==> config.mk <==
export PLATFORM = sky130hd
export DESIGN_NAME = lg2_interp_unit
export DESIGN_NICKNAME = d
export VERILOG_FILES = /design/src/rtl/lg2_pkg.sv /design/src/rtl/lg2_lod_log.sv /design/src/rtl/lg2_antilog.sv /design/src/rtl/lg2_interp_unit.sv
export SDC_FILE = /design/constraint.sdc
export NUM_CORES = 1
export LEC_CHECK = 0
export BUFFER_PORTS_ARGS = -buffer_cell sky130_fd_sc_hd__buf_2
export CAP_MARGIN = 0
export CORE_MARGIN = 2
export CORE_UTILIZATION = 58
export CTS_CLUSTER_SIZE = 8
export DETAILED_ROUTE_END_ITERATION = 6
export GPL_TIMING_DRIVEN = 0
export PLACE_DENSITY = 0.76
export SYNTH_ARGS = -nofsm -noshare
export SYNTH_HDL_FRONTEND = slang
export SYNTH_SLANG_ARGS = --single-unit
==> constraint.sdc <==
create_clock -name clk -period 9.7 [get_ports clk]
set_clock_uncertainty 0.15 [all_clocks]
set_input_delay 0.97 -clock clk [delete_from_list [all_inputs] [get_ports clk]]
set_output_delay 0.97 -clock clk [all_outputs]
set_load 0.005 [all_outputs]
==> src/rtl/lg2_pkg.sv <==
package lg2_pkg;

    localparam int LG_T    = 6;              // mantissa bits addressing the segment table
    localparam int LG_K    = 13;             // mantissa bits used by the interpolator
    localparam int LG_NW   = LG_K - LG_T;    // width of the interpolation weight n
    localparam int LG_FW   = 16;             // fractional bits of tables and result
    localparam int LG_DW   = 10;             // width of |b-a|
    localparam int LG_LF   = 10;             // fractional bits in the small log domain
    localparam int LG_LIDX = 6;              // address bits of the small log/antilog tables

    // Fraction of log2(x) for x in [1,2) given as Q30; result is Q20.
    function automatic longint unsigned lg_frac20(input longint unsigned x30);
        longint unsigned y;
        longint unsigned r;
        y = x30;
        r = 0;
        for (int j = 0; j < 20; j++) begin
            y = (y * y) >> 30;
            r = r << 1;
            if (y >= (64'd2 << 30)) begin
                r = r | 64'd1;
                y = y >> 1;
            end
        end
        return r;
    endfunction

    // Segment correction log2(1+i/2^t) - i/2^t, rounded to fw fractional bits.
    function automatic longint unsigned seg_corr(input int i, input int t, input int fw);
        longint unsigned x;
        longint unsigned v;
        if (i >= (1 << t)) return 0;
        x = (64'd1 << 30) + (longint'(i) << (30 - t));
        v = lg_frac20(x) - (longint'(i) << (20 - t));
        return (v + (64'd1 << (20 - fw - 1))) >> (20 - fw);
    endfunction

    // Log correction at the midpoint of slot j: log2(1+f) - f, lf fractional bits.
    function automatic longint unsigned log_corr(input int j, input int lidx, input int lf);
        longint unsigned x;
        longint unsigned f;
        longint unsigned v;
        x = (64'd1 << 30) + (longint'(2 * j + 1) << (30 - lidx - 1));
        f = longint'(2 * j + 1) << (20 - lidx - 1);
        v = lg_frac20(x) - f;
        return (v + (64'd1 << (20 - lf - 1))) >> (20 - lf);
    endfunction

    // Antilog correction at the midpoint of slot j: 1 + g - 2^g, lf fractional bits.
    function automatic longint unsigned exp_corr(input int j, input int lidx, input int lf);
        longint unsigned g;
        longint unsigned lo;
        longint unsigned hi;
        longint unsigned mid;
        longint unsigned v;
        g  = longint'(2 * j + 1) << (20 - lidx - 1);
        lo = 64'd1 << 20;
        hi = 64'd2 << 20;
        for (int s = 0; s < 21; s++) begin
            mid = (lo + hi) >> 1;
            if (lg_frac20(mid << 10) <= g) lo = mid;
            else                           hi = mid;
        end
        v = (64'd1 << 20) + g - lo;
        return (v + (64'd1 << (20 - lf - 1))) >> (20 - lf);
    endfunction

endpackage

==> src/rtl/lg2_lod_log.sv <==
module lg2_lod_log
    import lg2_pkg::*;
#(
    parameter int W    = 10,
    parameter int LF   = 10,
    parameter int LIDX = 6,
    parameter int PW   = $clog2(W) + 1,
    parameter int OW   = PW + LF
) (
    input  logic [W-1:0]  val,
    output logic [OW-1:0] lg
);

    localparam int NE = 2 ** LIDX;

    logic [LF-1:0]   ltab [NE];
    logic [PW-1:0]   pos;
    logic [PW-1:0]   sh;
    logic [W+LF-1:0] norm;
    logic [LF-1:0]   f;

    for (genvar g = 0; g < NE; g++) begin : g_ltab
        assign ltab[g] = LF'(log_corr(g, LIDX, LF));
    end

    always_comb begin
        pos = '0;
        for (int k = 0; k < W; k++) begin
            if (val[k]) pos = PW'(k);
        end
    end

    assign sh   = PW'(W - 1) - pos;
    assign norm = {val, {LF{1'b0}}} << sh;
    assign f    = LF'(norm >> (W - 1));
    assign lg   = OW'({pos, {LF{1'b0}}}) + OW'(f) + OW'(ltab[f[LF-1 -: LIDX]]);

endmodule

==> src/rtl/lg2_antilog.sv <==
module lg2_antilog
    import lg2_pkg::*;
#(
    parameter int QW   = 5,
    parameter int LF   = 10,
    parameter int LIDX = 6,
    parameter int DROP = 7,
    parameter int OW   = 10
) (
    input  logic [QW+LF-1:0] lg,
    output logic [OW-1:0]    val
);

    localparam int NE = 2 ** LIDX;
    localparam int WW = LF + 1 + (2 ** QW) + DROP + OW;

    logic [LF-1:0] etab [NE];
    logic [LF-1:0] g;
    logic [QW-1:0] q;
    logic [LF:0]   mant;
    logic [WW-1:0] wide;

    for (genvar k = 0; k < NE; k++) begin : g_etab
        assign etab[k] = LF'(exp_corr(k, LIDX, LF));
    end

    assign g    = lg[LF-1:0];
    assign q    = lg[QW+LF-1:LF];
    assign mant = {1'b1, g} - (LF+1)'(etab[g[LF-1 -: LIDX]]);
    assign wide = WW'(mant) << q;
    assign val  = OW'(wide >> (LF + DROP));

endmodule

==> src/rtl/lg2_interp_unit.sv <==
module lg2_interp_unit
    import lg2_pkg::*;
#(
    parameter int EXP_W = 8,
    parameter int MAN_W = 23
) (
    input  logic             clk,
    input  logic             rst_n,
    input  logic             in_valid,
    output logic             in_ready,
    input  logic [EXP_W-1:0] in_exp,
    input  logic [MAN_W-1:0] in_man,
    output logic             out_valid,
    input  logic             out_ready,
    output logic [EXP_W-1:0] out_int,
    output logic [15:0]      out_frac
);

    localparam int T    = LG_T;
    localparam int K    = LG_K;
    localparam int NW   = LG_NW;
    localparam int FW   = LG_FW;
    localparam int DW   = LG_DW;
    localparam int LF   = LG_LF;
    localparam int LIDX = LG_LIDX;
    localparam int NE   = 2 ** T;
    localparam int OD   = $clog2(DW) + 1 + LF;
    localparam int ON   = $clog2(NW) + 1 + LF;
    localparam int QW   = $clog2(DW + NW);
    localparam int LW   = QW + LF;
    localparam int SW   = FW + 3;

    logic adv;

    // segment table, read at two adjacent addresses
    logic [FW-1:0] seg_rom [NE+1];
    for (genvar g = 0; g <= NE; g++) begin : g_seg
        assign seg_rom[g] = FW'(seg_corr(g, T, FW));
    end

    logic [T-1:0]  idx_lo;
    logic [T:0]    idx_hi;
    logic [FW-1:0] rd_a;
    logic [FW-1:0] rd_b;

    assign idx_lo = T'(in_man >> (MAN_W - T));
    assign idx_hi = {1'b0, idx_lo} + (T+1)'(1);
    assign rd_a   = seg_rom[idx_lo];
    assign rd_b   = seg_rom[idx_hi];

    // stage 1: operands, neighbours and weight
    logic             s1_v;
    logic [EXP_W-1:0] s1_e;
    logic [FW-1:0]    s1_mhi;
    logic [FW-1:0]    s1_a;
    logic [FW-1:0]    s1_b;
    logic [NW-1:0]    s1_n;

    always_ff @(posedge clk or negedge rst_n) begin
        if (!rst_n) begin
            s1_v   <= 1'b0;
            s1_e   <= '0;
            s1_mhi <= '0;
            s1_a   <= '0;
            s1_b   <= '0;
            s1_n   <= '0;
        end else if (adv) begin
            s1_v   <= in_valid;
            s1_e   <= in_exp;
            s1_mhi <= FW'(in_man >> (MAN_W - FW));
            s1_a   <= rd_a;
            s1_b   <= rd_b;
            s1_n   <= NW'(in_man >> (MAN_W - K));
        end
    end

    // stage 2: compare, magnitude, both logarithms
    logic          c2_neg;
    logic [FW-1:0] c2_diff;
    logic [DW-1:0] c2_absd;
    logic          c2_skip;
    logic [OD-1:0] c2_lgd;
    logic [ON-1:0] c2_lgn;

    assign c2_neg  = s1_b < s1_a;
    assign c2_diff = c2_neg ? (s1_a - s1_b) : (s1_b - s1_a);
    assign c2_absd = DW'(c2_diff);
    assign c2_skip = (c2_absd == '0) || (s1_n == '0);

    lg2_lod_log #(.W(DW), .LF(LF), .LIDX(LIDX), .OW(OD)) u_log_d (
        .val (c2_absd),
        .lg  (c2_lgd)
    );

    lg2_lod_log #(.W(NW), .LF(LF), .LIDX(LIDX), .OW(ON)) u_log_n (
        .val (s1_n),
        .lg  (c2_lgn)
    );

    logic             s2_v;
    logic [EXP_W-1:0] s2_e;
    logic [FW:0]      s2_base;
    logic             s2_neg;
    logic             s2_skip;
    logic [DW-1:0]    s2_absd;
    logic [LW-1:0]    s2_l;

    always_ff @(posedge clk or negedge rst_n) begin
        if (!rst_n) begin
            s2_v    <= 1'b0;
            s2_e    <= '0;
            s2_base <= '0;
            s2_neg  <= 1'b0;
            s2_skip <= 1'b1;
            s2_absd <= '0;
            s2_l    <= '0;
        end else if (adv) begin
            s2_v    <= s1_v;
            s2_e    <= s1_e;
            s2_base <= (FW+1)'(s1_mhi) + (FW+1)'(s1_a);
            s2_neg  <= c2_neg;
            s2_skip <= c2_skip;
            s2_absd <= c2_absd;
            s2_l    <= LW'(c2_lgd) + LW'(c2_lgn);
        end
    end

    // stage 3: antilog of the summed logarithms
    logic [DW-1:0] c3_term;

    lg2_antilog #(.QW(QW), .LF(LF), .LIDX(LIDX), .DROP(NW), .OW(DW)) u_alog (
        .lg  (s2_l),
        .val (c3_term)
    );

    logic             s3_v;
    logic [EXP_W-1:0] s3_e;
    logic [FW:0]      s3_base;
    logic             s3_neg;
    logic [DW-1:0]    s3_absd;
    logic [DW-1:0]    s3_term;

    always_ff @(posedge clk or negedge rst_n) begin
        if (!rst_n) begin
            s3_v    <= 1'b0;
            s3_e    <= '0;
            s3_base <= '0;
            s3_neg  <= 1'b0;
            s3_absd <= '0;
            s3_term <= '0;
        end else if (adv) begin
            s3_v    <= s2_v;
            s3_e    <= s2_e;
            s3_base <= s2_base;
            s3_neg  <= s2_neg;
            s3_absd <= s2_absd;
            s3_term <= s2_skip ? '0 : c3_term;
        end
    end

    // stage 4: add or subtract, clamp to the Q0.16 range
    logic signed [SW-1:0] c4_sum;
    logic [FW-1:0]        c4_frac;

    always_comb begin
        if (s3_neg)
            c4_sum = $signed({2'b00, s3_base}) - $signed({{(SW-DW){1'b0}}, s3_term});
        else
            c4_sum = $signed({2'b00, s3_base}) + $signed({{(SW-DW){1'b0}}, s3_term});
        if (c4_sum < 0)
            c4_frac = '0;
        else if (c4_sum > $signed(SW'({FW{1'b1}})))
            c4_frac = '1;
        else
            c4_frac = FW'(c4_sum);
    end

    always_ff @(posedge clk or negedge rst_n) begin
        if (!rst_n) begin
            out_valid <= 1'b0;
            out_int   <= '0;
            out_frac  <= '0;
        end else if (adv) begin
            out_valid <= s3_v;
            out_int   <= s3_e;
            out_frac  <= c4_frac;
        end
    end

    assign adv      = !out_valid || out_ready;
    assign in_ready = adv;

endmodule

==> impl_metrics.toml <==
[yosys]
synth_top_area_share_pct = 25.84
yosys_warnings = 0
ys_types = 87
syn_avg_cell_area_um2 = 7.465
yosysTopAreaCell = "dfrtp_1"
ys.flop_type = "dfrtp_1"
syn-num-nets = 2176
netlist_area_um2 = 15010
yosys-top-cells-count = "nand2_1 (367), a21oi_1 (184), o21ai_0 (172), dfrtp_1 (155), nor2_1 (132)"
yosys-top-cells-area = "dfrtp_1 (26%), ha_1 (9.7%), nand2_1 (9.2%), a21oi_1 (6.1%), o21ai_0 (5.7%)"
synth_most_common_cell = "nand2_1"
ys_ff_latch = 156
async_flop_share_pct = 100.0
synth-edff-count = 0
synth_seq_area_share_pct = 26.01
synth_cells = 2011

[setup_path]
rrSetupSlack_ns = 0.72
path_max_fanout = 10
path_class = "flop to flop"
worst_path_max_delay_cell = "fa_1"
crit_path_start_kind = "flop"
path_common_cell = "o21ai_0"
required_ns = 9.85
slowest_delay_ns = 0.50
arrival_ns = 9.12
critPathCaptureType = "flop"

[global_routing]
antenna_found_initial = 0
grt_pass1_vias = 15240
grt_use_total_pct = 36.99
grt_max_degree = 102
grt_pass1_wl_mm = 79.21
overflow = 0

[clock_network]
ctsHoldBuffers = 0
htreeDepth = 4
cts_tree = "done"
clockRootBuffer = "clkbuf_16"
numClockSinks = 156
cts_made_buffers = 17
insertion_delay_ns = 0.45
cts.path.max_buffers = 2
cts.clk_slew.worst_paths_ns = 0.09

[final_layout]
final_cells = 2438
nNetsFinal = 2260
multi_input_area_um2 = 10160
seqCellArea_um2 = 3906
syn_to_final_growth_pct = 10.03
antenna_cells = 0
layout-drive-gt1-share_pct = 8.444
stdcell_area_um2 = 16520
n_fill_cell = 2239

[floorplan]
core_um2 = 25330
initial_utilization_pct = 59.27
die_w_um = 164.9
rows = 58
die_area_um2 = 27190
dieHeight_um = 164.9
ios = 61

[timing]
finalCritPeriodShare_pct = 92.55
slew_viol_final = 0
max_slew_margin_pct = 38.05
min_period_ns = 8.977
hold_viol = 0
finalSetupViolations = 0
max_freq_mhz = 111.4
setup_slack_ns = 0.7231
worst_pin_slew_ns = 0.9227

[placement]
gp_congestion = 0.9833
dpl.hpwl_mm = 36.90
pre_cts_slack_ns = -0.1495
place_inst = 2393
placed_cell_area_um2 = 15710
portBuffers = 51

[drt]
drt.antenna.violating_nets = 0
remaining_drc_errors = 0
finalWirelength_mm = 50.25
num_vias = 15810
wl_per_cell_um = 20.61
drt_pass1_iterations = 6
viasPerCell = 6.483
drt_iter0_drc = 2066

[job]
drv_cap = 0

[hold_path]
hold_path_class = "primary input to async pin"

[status]
status = "completed"
==> cells by family (layout without fill, tap and decap cells) <==
kind of cell / after synthesis / after routing / synth area share, %
DFF: 156 / 156 / 26.01
other: 1 / 1 / 0.02498
and+or+nand+nor: 687 / 687 / 19.98
AOI/OAI and AO/OA: 668 / 668 / 28.18
muxes: 47 / 47 / 3.576
buffers and inverters: 258 / 355 / 6.809
adders and majority gates: 130 / 130 / 11.54
xor gates and xnor gates: 64 / 64 / 3.884
==> per-layer routing <==
layer,GRT usage (%),up-vias,share of wire (%)
met4,20.32,0,5.3
li1,-,7293,-
met5,0,-,0
met1,45.78,7466,40
met3,6.680,188,8.0
met2,61.20,858,47
==> final cells by class <==
class / count / area share (%)
inverters: 125 / 2.871
clock inverters: 15 / 1.166
repair buffers: 65 / 2.341
multi-input cells: 1597 / 61.54
well taps: 330 / 2.500
flip-flops and latches: 156 / 23.65
plain buffers: 133 / 3.363
clock buffers: 17 / 2.575
==> worst max-delay path, delay by kind of cell, from the launching register on <==
| family | cells | cell delay (ns) |
|---|---|---|
| buffers and inverters | 8 | 0.91 |
| xor gates and xnor gates | 2 | 0.42 |
| and+or+nand+nor | 7 | 1.57 |
| AOI/OAI and AO/OA | 17 | 3.42 |
| adders and majority gates | 5 | 1.62 |
| muxes | 1 | 0.32 |
| DFF | 1 | 0.41 |
==> flip-flops by register name, summed over array words and instances (netlist names), 8 cells and up <==
register	count
out_frac	16
out_int	8
s1_a	13
s1_b	13
s1_e	8
s1_mhi	16
s2_base	17
s2_e	8
s2_l	15
s3_base	17
s3_e	8
s3_term	10
==> final timing paths <==
| kind | startpoint | end | cells past startpoint |
|---|---|---|---|
| worst max-delay path | s1_a[12] | s2_l[13] | 40 |
| worst min-delay path | rst_n | s3_e[6] | 1 |
| worst max register to register | s1_a[12] | s2_l[13] | 40 |
| worst min register to register | s1_e[3] | s2_e[3] | 2 |
| max in group asynchronous | rst_n | s2_skip | 2 |
| min in group clk | s1_e[3] | s2_e[3] | 2 |
==> metrics by stage <==
stage          hold slack [ns]   TNS (ns)  utilization [%]
2_1_floorplan           0.2800          0                -
3_3_place_gp            0.2986    -0.1254            61.91
3_5_place_dp            0.3035    -0.1595            62.04
4_1_cts                 0.3180          0            64.59
5_1_grt                 0.3338  -0.007070            65.22
6_report                0.3164          0            65.22
==> cell usage in the layout, fill, tap and decap left out, types with 9 or more instances in the layout <==
| master | count |
|---|---|
| xnor2_1 | 37 |
| a21boi_0 | 17 |
| clkbuf_16 | 17 |
| o31ai_1 | 15 |
| o211ai_1 | 43 |
| dfrtp_1 | 154 |
| a211oi_1 | 32 |
| fa_1 | 13 |
| buf_4 | 17 |
| o22ai_1 | 15 |
| a211o_1 | 11 |
| nand2b_1 | 24 |
| o21ai_0 | 171 |
| a21oi_1 | 183 |
| nand3_1 | 39 |
| inv_1 | 113 |
| mux2_2 | 15 |
| o221ai_1 | 9 |
| buf_1 | 15 |
| a31oi_1 | 36 |
| o21bai_1 | 9 |
| buf_2 | 57 |
| mux2i_1 | 22 |
| nor3_1 | 35 |
| nor2_1 | 131 |
| a221oi_1 | 16 |
| and3_1 | 13 |
| clkbuf_1 | 101 |
| a21o_1 | 20 |
| and2_1 | 12 |
| nor2b_1 | 17 |
| nand2_1 | 366 |
| ha_1 | 115 |
| xor2_1 | 22 |
==> what timing repair did <==
item	CTS	global route
pin swaps	0	10
resized for setup	6	18
setup endpoints to repair	3	6
buffers inserted	0	13
hold endpoints to repair	0	0
cloned	0	0
Power is left out: the tool's default activity adds up to more than one toggle a clock period on the data nets, which glitch-free logic cannot reach.
